--- config.mk ---
export PLATFORM = sky130hd
export DESIGN_NAME = wtm_shift_power_meter
export DESIGN_NICKNAME = d
export VERILOG_FILES = /design/src/rtl/wtm_pkg.sv /design/src/rtl/wtm_bit_tracker.sv /design/src/rtl/wtm_pattern_acc.sv /design/src/rtl/wtm_run_totals.sv /design/src/rtl/wtm_shift_power_meter.sv
export SDC_FILE = /design/constraint.sdc
export NUM_CORES = 1
export LEC_CHECK = 0
export ABC_AREA = 1
export BUFFER_PORTS_ARGS = -buffer_cell sky130_fd_sc_hd__buf_2
export CAP_MARGIN = 20
export CORE_MARGIN = 2
export CORE_UTILIZATION = 45
export CTS_CLUSTER_DIAMETER = 100
export DETAILED_ROUTE_END_ITERATION = 8
export PLACE_DENSITY = 0.71
export SLEW_MARGIN = 20
export SYNTH_ARGS = -nofsm -noshare
export SYNTH_HDL_FRONTEND = slang
export SYNTH_SLANG_ARGS = --single-unit
--- constraint.sdc ---
create_clock -name clk_i -period 4.3 [get_ports clk_i]
set_input_delay 0.645 -clock clk_i [delete_from_list [all_inputs] [get_ports clk_i]]
set_output_delay 0.645 -clock clk_i [all_outputs]
set_load 0.005 [all_outputs]
--- src/rtl/wtm_pkg.sv ---
package wtm_pkg;
  // Largest per-pattern score: every adjacent pair toggles, weights 1..n-1.
  function automatic int max_metric(input int n);
    return n * (n - 1) / 2;
  endfunction

  function automatic int max_total(input int n, input int pats);
    return max_metric(n) * pats;
  endfunction
endpackage

--- src/rtl/wtm_bit_tracker.sv ---
module wtm_bit_tracker #(
  parameter int CHAIN_LEN = 8,
  localparam int IDX_W = $clog2(CHAIN_LEN + 1)
) (
  input  logic             clk_i,
  input  logic             rst_ni,
  input  logic             start_i,
  input  logic             valid_i,
  input  logic             sin_i,
  input  logic             sout_i,
  output logic             accept_o,
  output logic             first_o,
  output logic             last_o,
  output logic             tin_o,
  output logic             tout_o,
  output logic [IDX_W-1:0] w_in_o,
  output logic [IDX_W-1:0] w_out_o
);
  logic             active_q;
  logic [IDX_W-1:0] cnt_q;
  logic             prev_in_q, prev_out_q;
  logic [IDX_W-1:0] pos;

  // pos = number of bits already taken in this pattern
  assign pos      = start_i ? '0 : cnt_q;
  assign accept_o = valid_i && (start_i || active_q);
  assign first_o  = (pos == '0);
  assign last_o   = accept_o && (pos == IDX_W'(CHAIN_LEN - 1));
  assign tin_o    = !first_o && (prev_in_q ^ sin_i);
  assign tout_o   = !first_o && (prev_out_q ^ sout_i);
  assign w_in_o   = IDX_W'(CHAIN_LEN) - pos;
  assign w_out_o  = pos;

  always_ff @(posedge clk_i or negedge rst_ni) begin
    if (!rst_ni) begin
      active_q   <= 1'b0;
      cnt_q      <= '0;
      prev_in_q  <= 1'b0;
      prev_out_q <= 1'b0;
    end else if (accept_o) begin
      active_q   <= !last_o;
      cnt_q      <= pos + 1'b1;
      prev_in_q  <= sin_i;
      prev_out_q <= sout_i;
    end else if (start_i) begin
      active_q <= 1'b1;
      cnt_q    <= '0;
    end
  end

  assert_idx_bound_R8: assert property (@(posedge clk_i) disable iff (!rst_ni)
    cnt_q <= IDX_W'(CHAIN_LEN));
  assert_no_bit_after_last_R8: assert property (@(posedge clk_i) disable iff (!rst_ni)
    (last_o && !start_i) |=> !active_q);
endmodule

--- src/rtl/wtm_pattern_acc.sv ---
module wtm_pattern_acc #(
  parameter int CHAIN_LEN = 8,
  localparam int IDX_W = $clog2(CHAIN_LEN + 1),
  localparam int MET_W = $clog2(wtm_pkg::max_metric(CHAIN_LEN) + 1)
) (
  input  logic             clk_i,
  input  logic             rst_ni,
  input  logic             start_i,
  input  logic             accept_i,
  input  logic             first_i,
  input  logic             tin_i,
  input  logic             tout_i,
  input  logic [IDX_W-1:0] w_in_i,
  input  logic [IDX_W-1:0] w_out_i,
  output logic [MET_W-1:0] sum_in_o,
  output logic [MET_W-1:0] sum_out_o
);
  logic [MET_W-1:0] acc_in_q, acc_out_q;

  assign sum_in_o  = (first_i ? '0 : acc_in_q)  + (tin_i  ? MET_W'(w_in_i)  : '0);
  assign sum_out_o = (first_i ? '0 : acc_out_q) + (tout_i ? MET_W'(w_out_i) : '0);

  always_ff @(posedge clk_i or negedge rst_ni) begin
    if (!rst_ni) begin
      acc_in_q  <= '0;
      acc_out_q <= '0;
    end else if (accept_i) begin
      acc_in_q  <= sum_in_o;
      acc_out_q <= sum_out_o;
    end else if (start_i) begin
      acc_in_q  <= '0;
      acc_out_q <= '0;
    end
  end

  assert_partial_bound_R2: assert property (@(posedge clk_i) disable iff (!rst_ni)
    acc_in_q <= MET_W'(wtm_pkg::max_metric(CHAIN_LEN)));
  assert_partial_bound_R3: assert property (@(posedge clk_i) disable iff (!rst_ni)
    acc_out_q <= MET_W'(wtm_pkg::max_metric(CHAIN_LEN)));
endmodule

--- src/rtl/wtm_run_totals.sv ---
module wtm_run_totals #(
  parameter int CHAIN_LEN    = 8,
  parameter int MAX_PATTERNS = 1023,
  localparam int MET_W = $clog2(wtm_pkg::max_metric(CHAIN_LEN) + 1),
  localparam int TOT_W = $clog2(wtm_pkg::max_total(CHAIN_LEN, MAX_PATTERNS) + 1),
  localparam int CNT_W = $clog2(MAX_PATTERNS + 1)
) (
  input  logic             clk_i,
  input  logic             rst_ni,
  input  logic             clear_i,
  input  logic             last_i,
  input  logic [MET_W-1:0] sum_in_i,
  input  logic [MET_W-1:0] sum_out_i,
  output logic             done_o,
  output logic [MET_W-1:0] in_metric_o,
  output logic [MET_W-1:0] out_metric_o,
  output logic [TOT_W-1:0] in_total_o,
  output logic [TOT_W-1:0] out_total_o,
  output logic [MET_W-1:0] peak_in_o,
  output logic [CNT_W-1:0] count_o
);
  logic room;
  assign room = (count_o != CNT_W'(MAX_PATTERNS));

  always_ff @(posedge clk_i or negedge rst_ni) begin
    if (!rst_ni) begin
      done_o       <= 1'b0;
      in_metric_o  <= '0;
      out_metric_o <= '0;
    end else begin
      done_o <= last_i;
      if (last_i) begin
        in_metric_o  <= sum_in_i;
        out_metric_o <= sum_out_i;
      end
    end
  end

  always_ff @(posedge clk_i or negedge rst_ni) begin
    if (!rst_ni) begin
      in_total_o  <= '0;
      out_total_o <= '0;
      peak_in_o   <= '0;
      count_o     <= '0;
    end else if (clear_i) begin
      in_total_o  <= '0;
      out_total_o <= '0;
      peak_in_o   <= '0;
      count_o     <= '0;
    end else if (last_i) begin
      if (sum_in_i > peak_in_o) peak_in_o <= sum_in_i;
      if (room) begin
        in_total_o  <= in_total_o  + TOT_W'(sum_in_i);
        out_total_o <= out_total_o + TOT_W'(sum_out_i);
        count_o     <= count_o + 1'b1;
      end
    end
  end

  assert_no_overflow_R5: assert property (@(posedge clk_i) disable iff (!rst_ni)
    !clear_i |=> (in_total_o >= $past(in_total_o)) && (out_total_o >= $past(out_total_o)));
  assert_done_pulse_R4: assert property (@(posedge clk_i) disable iff (!rst_ni)
    done_o |=> !done_o);
  assert_peak_covers_R6: assert property (@(posedge clk_i) disable iff (!rst_ni)
    (done_o && !$past(clear_i)) |-> peak_in_o >= in_metric_o);
  assert_count_limit_R10: assert property (@(posedge clk_i) disable iff (!rst_ni)
    count_o <= CNT_W'(MAX_PATTERNS));
  assert_clear_zeroes_R9: assert property (@(posedge clk_i) disable iff (!rst_ni)
    clear_i |=> (count_o == '0) && (peak_in_o == '0));
endmodule

--- src/rtl/wtm_shift_power_meter.sv ---
module wtm_shift_power_meter #(
  parameter int CHAIN_LEN    = 8,
  parameter int MAX_PATTERNS = 1023,
  localparam int IDX_W = $clog2(CHAIN_LEN + 1),
  localparam int MET_W = $clog2(wtm_pkg::max_metric(CHAIN_LEN) + 1),
  localparam int TOT_W = $clog2(wtm_pkg::max_total(CHAIN_LEN, MAX_PATTERNS) + 1),
  localparam int CNT_W = $clog2(MAX_PATTERNS + 1)
) (
  input  logic             clk_i,
  input  logic             rst_ni,
  input  logic             clear_i,
  input  logic             start_i,
  input  logic             valid_i,
  input  logic             scan_in_i,
  input  logic             scan_out_i,
  output logic             pat_done_o,
  output logic [MET_W-1:0] in_metric_o,
  output logic [MET_W-1:0] out_metric_o,
  output logic [TOT_W-1:0] in_total_o,
  output logic [TOT_W-1:0] out_total_o,
  output logic [MET_W-1:0] peak_in_o,
  output logic [CNT_W-1:0] pat_count_o
);
  logic             accept, first, last, tin, tout;
  logic [IDX_W-1:0] w_in, w_out;
  logic [MET_W-1:0] sum_in, sum_out;

  wtm_bit_tracker #(.CHAIN_LEN(CHAIN_LEN)) u_track (
    .clk_i, .rst_ni, .start_i, .valid_i,
    .sin_i(scan_in_i), .sout_i(scan_out_i),
    .accept_o(accept), .first_o(first), .last_o(last),
    .tin_o(tin), .tout_o(tout), .w_in_o(w_in), .w_out_o(w_out)
  );

  wtm_pattern_acc #(.CHAIN_LEN(CHAIN_LEN)) u_acc (
    .clk_i, .rst_ni, .start_i, .accept_i(accept), .first_i(first),
    .tin_i(tin), .tout_i(tout), .w_in_i(w_in), .w_out_i(w_out),
    .sum_in_o(sum_in), .sum_out_o(sum_out)
  );

  wtm_run_totals #(.CHAIN_LEN(CHAIN_LEN), .MAX_PATTERNS(MAX_PATTERNS)) u_tot (
    .clk_i, .rst_ni, .clear_i, .last_i(last),
    .sum_in_i(sum_in), .sum_out_i(sum_out),
    .done_o(pat_done_o), .in_metric_o, .out_metric_o,
    .in_total_o, .out_total_o, .peak_in_o, .count_o(pat_count_o)
  );
endmodule

**Word level (Yosys, flattened, before mapping)**

Index checks and enable logic that the tools add are counted.

- Register bits after elaboration: 73
- Bits of input ports: 7
- Logic and storage cells: 62

- $add $sub $neg: 7
- Magnitude comparators: 1
- Equal/unequal tests: 2
- Mux-type cells: 23
- Bitwise operators: 2
- Reductions and logical operators: 14

Operators with widths:

| operator | count |
|---|---|
| $mux 15 | 6 |
| $mux 5 | 8 |
| $add 15x5->15 | 2 |
| $mux 10 | 3 |
| $mux 4 | 4 |
| $add 10x1->10 const B | 1 |
| $add 5x5->5 | 2 |
| $ne 10x10->1 const B | 1 |
| $reduce_bool 2->1 | 4 |
| $gt 5x5->1 | 1 |
| $add 4x1->4 const B | 1 |
| $eq 4x3->1 const B | 1 |
| $logic_and 1x1->1 | 4 |
| $logic_not 4->1 | 1 |
| $reduce_and 2->1 | 2 |
| $sub 4x4->4 const A | 1 |
| $logic_not 1->1 | 2 |
| $mux 1 | 2 |
| $xor 1x1->1 | 2 |
| $logic_or 1x1->1 | 1 |

**Longest topological paths before layout**

- Word-level depth: 10
- Mapped depth: 26
- Mapped depth without buffers: 26

**Cells and area by module**

From an unflattened synthesis, not the netlist that was laid out.

- Cells, all modules: 651
- Area, all modules: 4735.8 µm²

By module, submodules not included:

| module | instances | cells each | area an instance (µm²) |
|---|---|---|---|
| wtm_run_totals | 1 | 467 | 3407.0 |
| wtm_pattern_acc | 1 | 121 | 830.8 |
| wtm_bit_tracker | 1 | 63 | 498.0 |

**Worst setup path before layout**

OpenSTA, ideal clock, no wires.

- Kind: input -> register
- From: in start_i
- To: reg u_tot.out_total_o[14]
- Library setup time: 0.113 ns
- Arrival: 3.664 ns
- Setup slack: 0.524 ns
- Stages: 25
- Buffers on the path: 0
- Cell sequence: nor2_1 > inv_1 > ha_1 > nand3_2 > inv_1 > nor2_1 > ha_1 > inv_1 > fa_1 > inv_1 > a21oi_1 > nor2_1 > nor2_1 > or2_2 > and2_1 > ha_1 > nand2_1 > nor2_1 > nand2_1 > nand3_1 > nand3_1 > nand2_1 > nand2_1 > nand2_1 > inv_1

- Word-level cells in the longest chain between the ends: 10

Ends and longest elaborated chain:

| item | RTL line | text |
|---|---|---|
| start: declaration | wtm_shift_power_meter.sv:12 | `input logic start_i,` |
| $mux 4 (*) | n/a |  |
| $logic_not 4->1 | wtm_bit_tracker.sv:27 | `assign first_o = (pos == '0);` |
| $logic_not 1->1 | wtm_bit_tracker.sv:30 | `assign tout_o = !first_o && (prev_out_q ^ sout_i);` |
| $logic_and 1x1->1 | wtm_bit_tracker.sv:30 |  |
| $mux 4 | wtm_pattern_acc.sv:21 | `assign sum_out_o = (first_i ? '0 : acc_out_q) + (tout_i ? MET_W'(w_out_i) : '0);` |
| $add 5x5->5 (*) | wtm_pattern_acc.sv:21 |  |
| via sum_out[4] | wtm_shift_power_meter.sv:26 | `logic [MET_W-1:0] sum_in, sum_out;` |
| $add 15x5->15 (*) | wtm_run_totals.sv:54 | `out_total_o <= out_total_o + TOT_W'(sum_out_i);` |
| $mux 15 (*) | wtm_run_totals.sv:52 | `if (room) begin` |
| $mux 15 (*) | wtm_run_totals.sv:50 | `end else if (last_i) begin` |
| $mux 15 (*) | wtm_run_totals.sv:45 | `end else if (clear_i) begin` |
| end signal: assignment | wtm_run_totals.sv:54 |  |
| end: declaration | wtm_run_totals.sv:18 | `output logic [TOT_W-1:0] out_total_o,` |

Mark *: on every way through the listed nets, which the timed path passes. The rest lies on a longest branch. The select of a mux whose other input is x is not followed.
A chain may end at the register's enable or synchronous reset.

**Worst setup path after layout**

Same ends and word-level chain as after synthesis.

==> flow_metrics.tcl <==
set metrics [dict create \
    synth_area_leaders "dfrtp_1 39%, nand2_1 16%, ha_1 7.5%" \
    netlist_area_mm2 0.00465 \
    period_share 0.882 \
    cts_tree "yes" \
    globalplace.congestion 0.886 \
    seq_area_mm2 0.00183 \
    rows 37 \
    clk_latency_ns 0.36 \
    diodes 0 \
    rr_endpoint "u_tot.out_total_o[14]" \
    setup-tns-final_ns 0 \
    grt_usage 0.207 \
    clock_sinks 73 \
    synth_top_area_frac 0.393 \
    power_density_mw_per_mm2 289 \
    yosysTopAreaCell "dfrtp_1" \
    hold_violations 0 \
    finalNetCount 732 \
    max-cap-violations 0 \
    design_area_mm2 0.00534 \
    cts_buffers 9 \
    dpl_cell_area_mm2 0.00511 \
    finalSetupViolCount 0 \
    multi_input_area_mm2 0.00245 \
    placed_cells 818 \
    critPathRequiredTime_ns 4.56 \
    synthCells 627 \
    outcome "finished, final reports clean" \
    ys_types 30 \
    ff2ff_path_depth 26 \
    grt_antenna_before_repair 0 \
    drt_iter0_markers 203 \
    ctsResizeCount 0 \
    ant_nets 0 \
    coreArea_mm2 0.0102 \
    ff2ff_setup_slack_ns 0.59 \
    htreeDepth 3 \
    clockBufferDepth 2 \
    syn_to_final_growth_pct 14.7 \
    rsz0062_at_grt "no" \
    synth.avg_cell_area_um2 7.42 \
    synth_ff_type "dfrtp_1" \
    synth_edf_count 0 \
    vias 4166 \
    relSlewSlack 0.319 \
    arrival_ns 4.05 \
    p_leak_nw 2.91 \
    cp_max_fo 5 \
    final_cells 834 \
    final_common_cell "nand2_1" \
    critPathLaunchType "input port" \
    timing.hold.ws_ns 0.328 \
    timing.rr.start "u_track.cnt_q[1]" \
    port_buffers 62 \
    clkTransAtPathRegs_ns 0.08 \
    firstDrtPassIters 4 \
    dp.final_hpwl_um 8020 \
    finalMaxSlewViolations 0 \
    drive_above_1_share 0.146 \
    cts_hold_buf 0 \
    grt_pass1_wl_um 18700 \
    combPwrFrac 0.128 \
    ir_drop_uv 186 \
    switching_share 0.267 \
    fillers 981 \
    fin_skew_ns 0.0145 \
    initial_core_util 0.457 \
    syn-num-nets 666 \
    fin_crit_ns 3.79 \
    p_seq_frac 0.468 \
    dieArea_mm2 0.0112 \
    switching_power_mw 0.412 \
    yosysWarnings 0 \
    synth_seq_cells 73 \
    tightest_slew_ns 1.02 \
    wl_per_cell_um 13.0 \
    viasPerCell 5.00 \
    synth_async_sr_flop_share 1.00 \
    grt_pass1_vias 4020 \
    crit_type "in -> reg" \
    overflow 0 \
    die_h_um 106 \
    cts_root_buffer "clkbuf_8" \
    grt_max_degree 60 \
    io_pins 63 \
    layout_common_cells "200 x nand2_1, 75 x inv_1, 73 x dfrtp_1" \
    fmaxAchievable_ghz 0.264 \
    drc 0 \
    ys_seq_area_frac 0.393 \
    p_int_mw 1.13 \
    wirelength_um 10800 \
    fp.dieW_um 106 \
    pwr-share-clk 0.404 \
    endpoint_kind "flip-flop" \
    cts_setup_buffers 0 \
    hold_path_class "in -> async" \
]
## cell type report
class | count | area share
inverters | 78 | 0.0549
well taps | 136 | 0.0319
clock buffers | 11 | 0.0284
clock inverters | 5 | 0.0145
multi-input cells | 461 | 0.458
flip-flops and latches | 73 | 0.342
repair buffers | 70 | 0.0694
## cell usage after synthesis (9+ instances only)
cell	instances
ha_1	28
nor2_1	55
xor2_1	13
nand4_1	9
o21bai_1	12
inv_1	75
nand2_1	200
o21ai_0	31
dfrtp_1	73
nand3_1	61
## worst max-delay path by stage
stage,depth (start not counted),slack (ns),end,startpoint
final,26,0.51,u_tot.out_total_o[14],start_i
after global placement,25,0.31,u_tot.out_total_o[13],start_i
after CTS,26,0.51,u_tot.out_total_o[14],start_i
after detailed placement,26,0.11,u_tot.out_total_o[14],start_i
after global routing,26,0.11,u_tot.out_total_o[14],start_i
after floorplan,25,0.52,u_tot.out_total_o[14],start_i
## power by group through the flow
stage	Sequential, mW	Clock [mW]	Combinational [mW]
final	0.723	0.624	0.197
after detailed placement	0.736	0	0.198
after CTS	0.723	0.638	0.199
after global routing	0.725	0.662	0.227
after floorplan	0.734	0	0.130
after global placement	0.735	0	0.191
## stage by stage
step | worst slack [ns] | power (mW) | utilization
finish | 0.507 | 1.54 | 0.524
global route | 0.113 | 1.61 | 0.524
CTS | 0.510 | 1.56 | 0.524
detailed placement | 0.112 | 0.935 | 0.501
global placement | 0.310 | 0.926 | 0.501
floorplan | 0.524 | 0.864 | -
## critical path: stages
cell and delay, ns:
buf_2 0.13, nor2_1 0.19, inv_1 0.12, ha_1 0.23, nand3_2 0.12, nand2_1 0.11
nor2_1 0.12, ha_1 0.18, inv_1 0.05, fa_1 0.40, inv_1 0.07, a21oi_1 0.06
nor2_1 0.08, nor2_1 0.05, or2_2 0.30, and2_1 0.17, ha_1 0.30, nand2_1 0.07
nor2_1 0.11, nand2_1 0.07, nand3_1 0.15, nand3_1 0.09, nand2_1 0.07, nand2_1 0.05
nand2_1 0.08, inv_1 0.04
## cell families after synthesis
family,Yosys count,synth area share
and+or+nand+nor,349,0.322
xor gates and xnor gates,18,0.0339
adders and majority gates,32,0.0925
DFF,73,0.393
AOI/OAI and AO/OA,62,0.0774
buffers and inverters,93,0.0817
## metal layers
metal,global-route usage,wire [µm],up-vias
met1,0.267,5040,1960
li1,-,-,2124
met2,0.355,5240,71
met5,0,0,-
met3,0.0421,418,11
met4,0.0564,138,0
## registers in the layout (all words and copies together) (netlist names)
signal	cells
u_track.prev_in_q	1
u_tot.out_metric_o	5
u_acc.acc_out_q	5
u_tot.in_metric_o	5
u_track.active_q	1
u_track.prev_out_q	1
u_track.cnt_q	4
u_acc.acc_in_q	5
u_tot.out_total_o	15
u_tot.done_o	1
u_tot.count_o	10
u_tot.peak_in_o	5
u_tot.in_total_o	15
Note: power is estimated with default switching activity, not from simulation.
